**config.mk**
```make
export PLATFORM = sky130hd
export DESIGN_NAME = cmdring_consumer
export DESIGN_NICKNAME = d
export VERILOG_FILES = /design/src/rtl/cmdring_pkg.sv /design/src/rtl/cmdring_desc.sv /design/src/rtl/cmdring_argbuf.sv /design/src/rtl/cmdring_cursz.sv /design/src/rtl/cmdring_consumer.sv
export SDC_FILE = /design/constraint.sdc
export NUM_CORES = 2
export LEC_CHECK = 0
export ABC_AREA = 1
export ABC_CLOCK_PERIOD_IN_PS = 17700
export BUFFER_PORTS_ARGS = -buffer_cell sky130_fd_sc_hd__buf_2
export CAP_MARGIN = 20
export CORE_ASPECT_RATIO = 0.9
export CORE_MARGIN = 3
export CORE_UTILIZATION = 35
export DETAILED_ROUTE_END_ITERATION = 10
export SLEW_MARGIN = 20
export SYNTH_ARGS = -nofsm -noshare
export SYNTH_HDL_FRONTEND = slang
export SYNTH_HIERARCHICAL = 1
export SYNTH_SLANG_ARGS = --single-unit
export TNS_END_PERCENT = 20
```
**constraint.sdc**
```tcl
create_clock -name clk -period 17.7 [get_ports clk]
set_clock_uncertainty 0.05 [all_clocks]
set_input_delay 0.885 -clock clk [delete_from_list [all_inputs] [get_ports clk]]
set_output_delay 0.885 -clock clk [all_outputs]
set_load 0.05 [all_outputs]
```
**src/rtl/cmdring_pkg.sv**
```systemverilog
// Shared types for the command ring consumer: operation kinds, opcode
// classes, sequencer states and the opcode classification function.
// Assumes 32-bit command words.
package cmdring_pkg;

    localparam int WORD_W    = 32;
    localparam int ARG_SLOTS = 6;
    localparam int NARG_W    = 4;

    typedef enum logic [1:0] {
        OPK_UPDATE = 2'd0,
        OPK_FILL   = 2'd1,
        OPK_COPY   = 2'd2,
        OPK_CURSOR = 2'd3
    } op_kind_e;

    typedef enum logic [1:0] {
        CLS_END   = 2'd0,
        CLS_EXEC  = 2'd1,
        CLS_SKIP  = 2'd2,
        CLS_GLYPH = 2'd3
    } op_class_e;

    typedef struct packed {
        op_class_e          cls;
        op_kind_e           kind;
        logic [NARG_W-1:0]  nargs;
    } op_info_t;

    typedef enum logic [3:0] {
        ST_IDLE   = 4'd0,
        ST_CHECK  = 4'd1,
        ST_OPCODE = 4'd2,
        ST_ARGS   = 4'd3,
        ST_ISSUE  = 4'd4,
        ST_MASK   = 4'd5,
        ST_IMAGE  = 4'd6,
        ST_GLEN   = 4'd7,
        ST_SKIP   = 4'd8
    } seq_state_e;

    // Map an opcode word to its handling class and fixed argument count.
    function automatic op_info_t classify(input logic [WORD_W-1:0] word);
        op_info_t r;
        r = '{cls: CLS_END, kind: OPK_UPDATE, nargs: '0};
        case (word)
            32'd1, 32'd25: r = '{cls: CLS_EXEC,  kind: OPK_UPDATE, nargs: 4'd4};
            32'd2:         r = '{cls: CLS_EXEC,  kind: OPK_FILL,   nargs: 4'd5};
            32'd3:         r = '{cls: CLS_EXEC,  kind: OPK_COPY,   nargs: 4'd6};
            32'd19:        r = '{cls: CLS_EXEC,  kind: OPK_CURSOR, nargs: 4'd6};
            32'd13:        r = '{cls: CLS_SKIP,  kind: OPK_UPDATE, nargs: 4'd6};
            32'd14:        r = '{cls: CLS_SKIP,  kind: OPK_UPDATE, nargs: 4'd7};
            32'd28:        r = '{cls: CLS_SKIP,  kind: OPK_UPDATE, nargs: 4'd12};
            32'd24:        r = '{cls: CLS_GLYPH, kind: OPK_UPDATE, nargs: 4'd0};
            default:       r = '{cls: CLS_END,   kind: OPK_UPDATE, nargs: 4'd0};
        endcase
        return r;
    endfunction

endpackage

```
**src/rtl/cmdring_desc.sv**
```systemverilog
// Ring descriptor holder: checks a descriptor on the configure strobe,
// keeps the bounds and the consumer pointer, and reports emptiness.
// Assumes the strobe is not pulsed while reads are advancing the pointer.
module cmdring_desc #(
    parameter logic [31:0] FIFO_BYTES = 32'h0001_0000,
    parameter logic [31:0] MIN_SPAN   = 32'd10240,
    parameter logic [31:0] HDR_BYTES  = 32'd16
) (
    input  logic        clk,
    input  logic        rst_n,
    input  logic        enable_i,
    input  logic        cfg_done_i,
    input  logic [31:0] min_i,
    input  logic [31:0] max_i,
    input  logic [31:0] next_i,
    input  logic [31:0] stop_i,
    input  logic        advance_i,
    output logic        cfg_ok_o,
    output logic [31:0] stop_o,
    output logic        empty_o
);
    logic        aligned, in_range, span_ok, above_hdr, accept;
    logic [32:0] span_end;
    logic [31:0] min_q, max_q, stop_q, stop_inc, stop_nxt;
    logic        ok_q;

    // Descriptor acceptance rules.
    always_comb begin
        aligned   = ((min_i | max_i | next_i | stop_i) & 32'h3) == 32'h0;
        in_range  = max_i <= FIFO_BYTES;
        span_end  = {1'b0, min_i} + {1'b0, MIN_SPAN};
        span_ok   = {1'b0, max_i} >= span_end;
        above_hdr = min_i >= HDR_BYTES;
        accept    = aligned && in_range && span_ok && above_hdr;
    end

    // Pointer step with wrap back to the lower bound.
    always_comb begin
        stop_inc = stop_q + 32'd4;
        stop_nxt = (stop_inc >= max_q) ? min_q : stop_inc;
    end

    // Capture descriptor on configure, otherwise advance on each read.
    always_ff @(posedge clk) begin
        if (!rst_n) begin
            ok_q   <= 1'b0;
            min_q  <= '0;
            max_q  <= '0;
            stop_q <= '0;
        end else if (cfg_done_i) begin
            ok_q <= accept;
            if (accept) begin
                min_q  <= min_i;
                max_q  <= max_i;
                stop_q <= stop_i;
            end
        end else if (advance_i) begin
            stop_q <= stop_nxt;
        end
    end

    assign cfg_ok_o = ok_q;
    assign stop_o   = stop_q;
    assign empty_o  = !enable_i || !ok_q || (next_i == stop_q);

endmodule

```
**src/rtl/cmdring_argbuf.sv**
```systemverilog
// Argument collector: writes successive words into numbered slots and
// exposes all slots flat. Assumes clear_i precedes each command.
module cmdring_argbuf #(
    parameter int SLOTS = 6,
    parameter int W     = 32,
    parameter int IDX_W = 4
) (
    input  logic               clk,
    input  logic               rst_n,
    input  logic               clear_i,
    input  logic               load_i,
    input  logic [W-1:0]       data_i,
    output logic [IDX_W-1:0]   count_o,
    output logic [SLOTS*W-1:0] args_o
);
    logic [IDX_W-1:0] idx_q;

    // Slot index: reset on clear, step on each load.
    always_ff @(posedge clk) begin
        if (!rst_n || clear_i) idx_q <= '0;
        else if (load_i)       idx_q <= idx_q + 1'b1;
    end

    for (genvar g = 0; g < SLOTS; g++) begin : g_slot
        logic [W-1:0] slot_q;
        // One argument slot, zeroed on clear.
        always_ff @(posedge clk) begin
            if (!rst_n || clear_i)                        slot_q <= '0;
            else if (load_i && idx_q == IDX_W'(g))        slot_q <= data_i;
        end
        assign args_o[g*W +: W] = slot_q;
    end

    assign count_o = idx_q;

endmodule

```
**src/rtl/cmdring_cursz.sv**
```systemverilog
// Cursor payload sizing: mask and image word counts from the cursor
// width, height and bits per pixel. Arithmetic wraps at 32 bits.
module cmdring_cursz #(
    parameter int W = 32
) (
    input  logic [W-1:0] width_i,
    input  logic [W-1:0] height_i,
    input  logic [W-1:0] bpp_i,
    output logic [W-1:0] mask_words_o,
    output logic [W-1:0] image_words_o
);
    logic [W-1:0] mask_row, image_bits, image_row;

    // Words per row rounded up to 32 bits, times rows.
    always_comb begin
        mask_row      = (width_i + W'(31)) >> 5;
        image_bits    = width_i * bpp_i;
        image_row     = (image_bits + W'(31)) >> 5;
        mask_words_o  = mask_row * height_i;
        image_words_o = image_row * height_i;
    end

endmodule

```
**src/rtl/cmdring_consumer.sv**
```systemverilog
// Command ring consumer top: on sync, drains opcodes and arguments from a
// ring in shared memory, dispatches executable operations, streams cursor
// payload and discards arguments of recognised but unexecuted opcodes.
// Assumes one outstanding read, data valid with the acknowledge, and no
// configure strobe while busy.
module cmdring_consumer
    import cmdring_pkg::*;
#(
    parameter logic [31:0] FIFO_BYTES = 32'h0001_0000,
    parameter logic [31:0] MIN_SPAN   = 32'd10240,
    parameter logic [31:0] HDR_BYTES  = 32'd16
) (
    input  logic                        clk,
    input  logic                        rst_n,
    input  logic                        enable_i,
    input  logic                        cfg_done_i,
    input  logic                        sync_i,
    input  logic [31:0]                 ring_min_i,
    input  logic [31:0]                 ring_max_i,
    input  logic [31:0]                 ring_next_i,
    input  logic [31:0]                 ring_stop_i,
    output logic                        cfg_ok_o,
    output logic [31:0]                 stop_o,
    output logic                        empty_o,
    output logic                        busy_o,
    output logic                        mem_req_o,
    output logic [31:0]                 mem_addr_o,
    input  logic                        mem_ack_i,
    input  logic [31:0]                 mem_data_i,
    output logic                        op_valid_o,
    output logic [1:0]                  op_kind_o,
    output logic [ARG_SLOTS*WORD_W-1:0] op_args_o,
    input  logic                        op_ready_i,
    output logic                        pay_valid_o,
    output logic                        pay_image_o,
    output logic [31:0]                 pay_data_o
);
    localparam int ARGS_W = ARG_SLOTS * WORD_W;

    seq_state_e          state_q, state_d;
    op_info_t            info_q, info_w;
    logic [WORD_W-1:0]   cnt_q, cnt_d;
    logic [NARG_W-1:0]   arg_cnt;
    logic [WORD_W-1:0]   mask_words, image_words;
    logic                fetch, last_arg, empty_w;
    logic [ARGS_W-1:0]   args_w;

    assign fetch    = mem_req_o && mem_ack_i;
    assign info_w   = classify(mem_data_i);
    assign last_arg = (arg_cnt + 1'b1) == info_q.nargs;

    cmdring_desc #(
        .FIFO_BYTES (FIFO_BYTES),
        .MIN_SPAN   (MIN_SPAN),
        .HDR_BYTES  (HDR_BYTES)
    ) u_desc (
        .clk        (clk),
        .rst_n      (rst_n),
        .enable_i   (enable_i),
        .cfg_done_i (cfg_done_i),
        .min_i      (ring_min_i),
        .max_i      (ring_max_i),
        .next_i     (ring_next_i),
        .stop_i     (ring_stop_i),
        .advance_i  (fetch),
        .cfg_ok_o   (cfg_ok_o),
        .stop_o     (stop_o),
        .empty_o    (empty_w)
    );

    cmdring_argbuf #(
        .SLOTS   (ARG_SLOTS),
        .W       (WORD_W),
        .IDX_W   (NARG_W)
    ) u_args (
        .clk     (clk),
        .rst_n   (rst_n),
        .clear_i (state_q == ST_OPCODE && fetch),
        .load_i  (state_q == ST_ARGS && fetch),
        .data_i  (mem_data_i),
        .count_o (arg_cnt),
        .args_o  (args_w)
    );

    cmdring_cursz #(
        .W             (WORD_W)
    ) u_cursz (
        .width_i       (args_w[3*WORD_W +: WORD_W]),
        .height_i      (args_w[4*WORD_W +: WORD_W]),
        .bpp_i         (args_w[5*WORD_W +: WORD_W]),
        .mask_words_o  (mask_words),
        .image_words_o (image_words)
    );

    // Sequencer next state and word counter.
    always_comb begin
        state_d = state_q;
        cnt_d   = cnt_q;
        case (state_q)
            ST_IDLE:   if (sync_i && !empty_w) state_d = ST_OPCODE;
            ST_CHECK:  state_d = empty_w ? ST_IDLE : ST_OPCODE;
            ST_OPCODE: if (fetch) begin
                case (info_w.cls)
                    CLS_EXEC:  state_d = ST_ARGS;
                    CLS_SKIP:  begin
                        state_d = ST_SKIP;
                        cnt_d   = WORD_W'(info_w.nargs);
                    end
                    CLS_GLYPH: state_d = ST_GLEN;
                    default:   state_d = ST_IDLE;
                endcase
            end
            ST_ARGS:   if (fetch && last_arg) state_d = ST_ISSUE;
            ST_ISSUE:  if (op_ready_i) begin
                if (info_q.kind != OPK_CURSOR) begin
                    state_d = ST_CHECK;
                end else if (mask_words != '0) begin
                    state_d = ST_MASK;
                    cnt_d   = mask_words;
                end else if (image_words != '0) begin
                    state_d = ST_IMAGE;
                    cnt_d   = image_words;
                end else begin
                    state_d = ST_CHECK;
                end
            end
            ST_MASK:   if (fetch) begin
                cnt_d = cnt_q - 1'b1;
                if (cnt_q == WORD_W'(1)) begin
                    if (image_words != '0) begin
                        state_d = ST_IMAGE;
                        cnt_d   = image_words;
                    end else begin
                        state_d = ST_CHECK;
                    end
                end
            end
            ST_GLEN:   if (fetch) begin
                state_d = ST_SKIP;
                cnt_d   = WORD_W'(7) + (mem_data_i >> 2);
            end
            ST_IMAGE, ST_SKIP: if (fetch) begin
                cnt_d = cnt_q - 1'b1;
                if (cnt_q == WORD_W'(1)) state_d = ST_CHECK;
            end
            default:   state_d = ST_IDLE;
        endcase
    end

    // Sequencer registers; opcode class captured with the opcode word.
    always_ff @(posedge clk) begin
        if (!rst_n) begin
            state_q <= ST_IDLE;
            cnt_q   <= '0;
            info_q  <= '{cls: CLS_END, kind: OPK_UPDATE, nargs: '0};
        end else begin
            state_q <= state_d;
            cnt_q   <= cnt_d;
            if (state_q == ST_OPCODE && fetch) info_q <= info_w;
        end
    end

    assign mem_req_o   = (state_q == ST_OPCODE) || (state_q == ST_ARGS) ||
                         (state_q == ST_MASK)   || (state_q == ST_IMAGE) ||
                         (state_q == ST_GLEN)   || (state_q == ST_SKIP);
    assign mem_addr_o  = stop_o;
    assign empty_o     = empty_w;
    assign busy_o      = state_q != ST_IDLE;
    assign op_valid_o  = state_q == ST_ISSUE;
    assign op_kind_o   = info_q.kind;
    assign op_args_o   = args_w;
    assign pay_valid_o = ((state_q == ST_MASK) || (state_q == ST_IMAGE)) && fetch;
    assign pay_image_o = state_q == ST_IMAGE;
    assign pay_data_o  = mem_data_i;

endmodule

```
==> impl_metrics.yaml <==
run_status:
  status: "finished clean"
timing:
  rsz0062_at_grt: "no"
  slew_violations: 0
  period_share_pct: 89.3
  hold_violations: 0
  setup_tns_ns: 0
  finalSetupViolations: 0
  worst_pin_slew_ns: 1.12
  max_slew_margin_pct: 25.6
  worst_slack_ns: 1.90
  fmaxAchievable_mhz: 63.3
  finalCriticalPeriod_ns: 15.80
setup_path:
  cpMaxStageDelayCell: "dfxtp_1"
  worst-r2r-cell-count: 58
  critPathCapture: "cnt_q[20]$_SDFFE_PN0P_"
  crit_path_max_incr_delay_ns: 1.04
  crit_buf_inv: 12
  rrSetupSlack_ns: 1.90
  cpMostUsedCell: "fa_1"
  critPathKind: "flip-flop to flip-flop"
  setup.worst_path.start_class: "flip-flop"
  critPathArrivalTime_ns: 16.27
  cp-startpoint: "u_args/g_slot[5].slot_q[2]$_SDFFE_PP0P_"
  cp.depth: 58
  cpLargestDelayFamily: "adder cells"
  cp-end-kind: "flip-flop"
  r2r-end: "cnt_q[20]$_SDFFE_PN0P_"
  cp_max_fo: 28
  critical_path_required_ns: 18.16
  r2r-start: "u_args/g_slot[5].slot_q[2]$_SDFFE_PP0P_"
cells_and_area:
  fin_nets: 12100
  seq_area_um2: 6730
  finalNonFillerCells: 13000
  post-route-util_pct: 38.0
  area_growth_pct: 7.63
  num-fill-cells: 21600
  layout.cells.most_common_list: "nand2_1, inv_1, fa_1"
  drive_gt1_share_pct: 8.54
  layout_commonest_cell: "nand2_1"
  multi_input_area_um2: 53400
place:
  port_buffers: 463
  dp_cells: 12900
  place_ws_ns: 2.12
  gp_congestion: 0.955
  post-dp-hpwl_um: 217000
global_routing:
  antenna_found_initial: 12
  grt_pass1_vias: 66200
  grt_pass1_wl_um: 415000
  grtUsageTotal_pct: 26.1
  grt_overflow: 0
  grt_max_degree: 110
yosys:
  ys_top_cells_by_area: "fa_1, nand2_1, inv_1"
  yosysSeqAreaShare_pct: 9.40
  synth_area_um2: 71300
  synth-main-ff-cell: "dfxtp_1"
  netlist.area_leader.share_pct: 34.3
  async_reset_ff_share_pct: 0
  synth_fp_nets: 12000
  yosys.area.top_type: "fa_1"
  synth_edf_count: 0
  ys_seq_elements: 335
  synth_warnings: 6
  syn_avg_cell_area_um2: 7.01
  syn_inst: 10200
  yosysUniqueCellTypes: 59
min_path:
  whs_path_depth: 2
  min-delay-start: "u_desc/max_q[21]$_SDFFE_PN0P_"
  hp-class: "flip-flop to flip-flop"
clock_network:
  ctsHoldBuffers: 0
  cts_tree: "done"
  cts.repair.resized: 0
  cts_max_path_buffers: 3
  clk_latency_ns: 0.60
  cts.sinks: 335
  htree_levels: 2
  cts_setup_buffers: 0
  clockRootBuffer: "clkbuf_16"
  cts.clk_slew.worst_paths_ns: 0.06
  cts_made_buffers: 41
drt:
  drtPass1Iterations: 7
  post_drt_wl_per_cell_um: 21.1
  ant_nets: 0
  drt-total-wl_um: 274000
  viasPerCell: 5.05
  drt_iter0_drc: 6181
  vias: 65700
  drc: 0
floorplan:
  dieHeight_um: 434
  dieArea_um2: 209000
  start_util_pct: 35.3
  placementRows: 156
  coreArea_um2: 202000
  die_w_um: 482
  pin_count: 464
run:
  drv_cap: 0
pwr:
  leakage_nw: 41.4
  ir_drop_uv: 66.0
  power_mw: 1.84
  pwr_density_cell_nw_per_um2: 23.9
[cell usage after synthesis (45+ instances only)]
library cell  count
fa_1           1222
buf_4            99
nand2_1        2690
nand3_1         627
dfxtp_1         335
a21oi_1         184
buf_2            88
o21ai_0         132
ha_1            415
inv_1          2252
xnor2_1          76
nor2_1         1141
inv_2            52
clkbuf_1        254
nand2_2          45
xor2_1           96
nand4_1          91
[registers in the layout (all words and copies together), names as in the netlist]
register,cells
op_kind_o,2
u_desc/min_q,32
state_q,4
u_args/g_slot.slot_q,192
u_desc/stop_o,32
u_desc/max_q,32
u_args/count_o,4
info_q,4
u_desc/cfg_ok_o,1
cnt_q,32
[cells by family after synthesis]
logic type,synth area share (%)
xor gates and xnor gates,2.11
buffers and inverters,15.8
AOI/OAI and AO/OA,3.22
adders and majority gates,41.6
and+or+nand+nor,27.9
DFF,9.40
[power breakdown]
group / switching, mW / leakage (nW) / internal, mW
Sequential: 0.0000000179 / 2.71 / 0.754
Clock: 0.385 / 0.685 / 0.527
Combinational: 0.124 / 38.0 / 0.0460
[layer usage]
metal / track usage [%] / up-vias / share of wire (%)
met1: 34.9 / 32400 / 42
met5: 0 / - / 0.034
li1: - / 29900 / -
met2: 42.3 / 2950 / 46
met4: 10.3 / 14 / 4.6
met3: 3.79 / 460 / 8.0
[worst min-delay path by stage]
stage | end | slack [ns]
final | u_desc/max_q[21]$_SDFFE_PN0P_ | 0.40
after global routing | u_desc/max_q[21]$_SDFFE_PN0P_ | 0.42
after CTS | u_desc/max_q[21]$_SDFFE_PN0P_ | 0.40
after detailed placement | u_desc/max_q[21]$_SDFFE_PN0P_ | 0.39
after global placement | u_desc/max_q[21]$_SDFFE_PN0P_ | 0.39
after floorplan | u_desc/max_q[17]$_SDFFE_PN0P_ | 0.38
[area by class of cell]
cell class	count	share of cell area [%]
tap	2686	4.38
timing repair buffer	571	4.11
multi-input combinational	7024	69.5
inverter	2320	11.4
clock buffer	53	1.46
clock inverter	20	0.385
sequential	335	8.77
antenna	5	0.0163
[stage by stage]
stage	hold WS [ns]	cell area, um^2
after global placement	0.390	75300
after global routing	0.418	76800
after floorplan	0.380	71300
final	0.398	76800
after CTS	0.402	76800
after detailed placement	0.392	75300
[worst min-delay path: stages, from the launching register on]
cell and delay, ns:
dfxtp_1 0.32, nand3_2 0.07, inv_2 0.03
No activity file was read; power rests on OpenSTA's default activity.
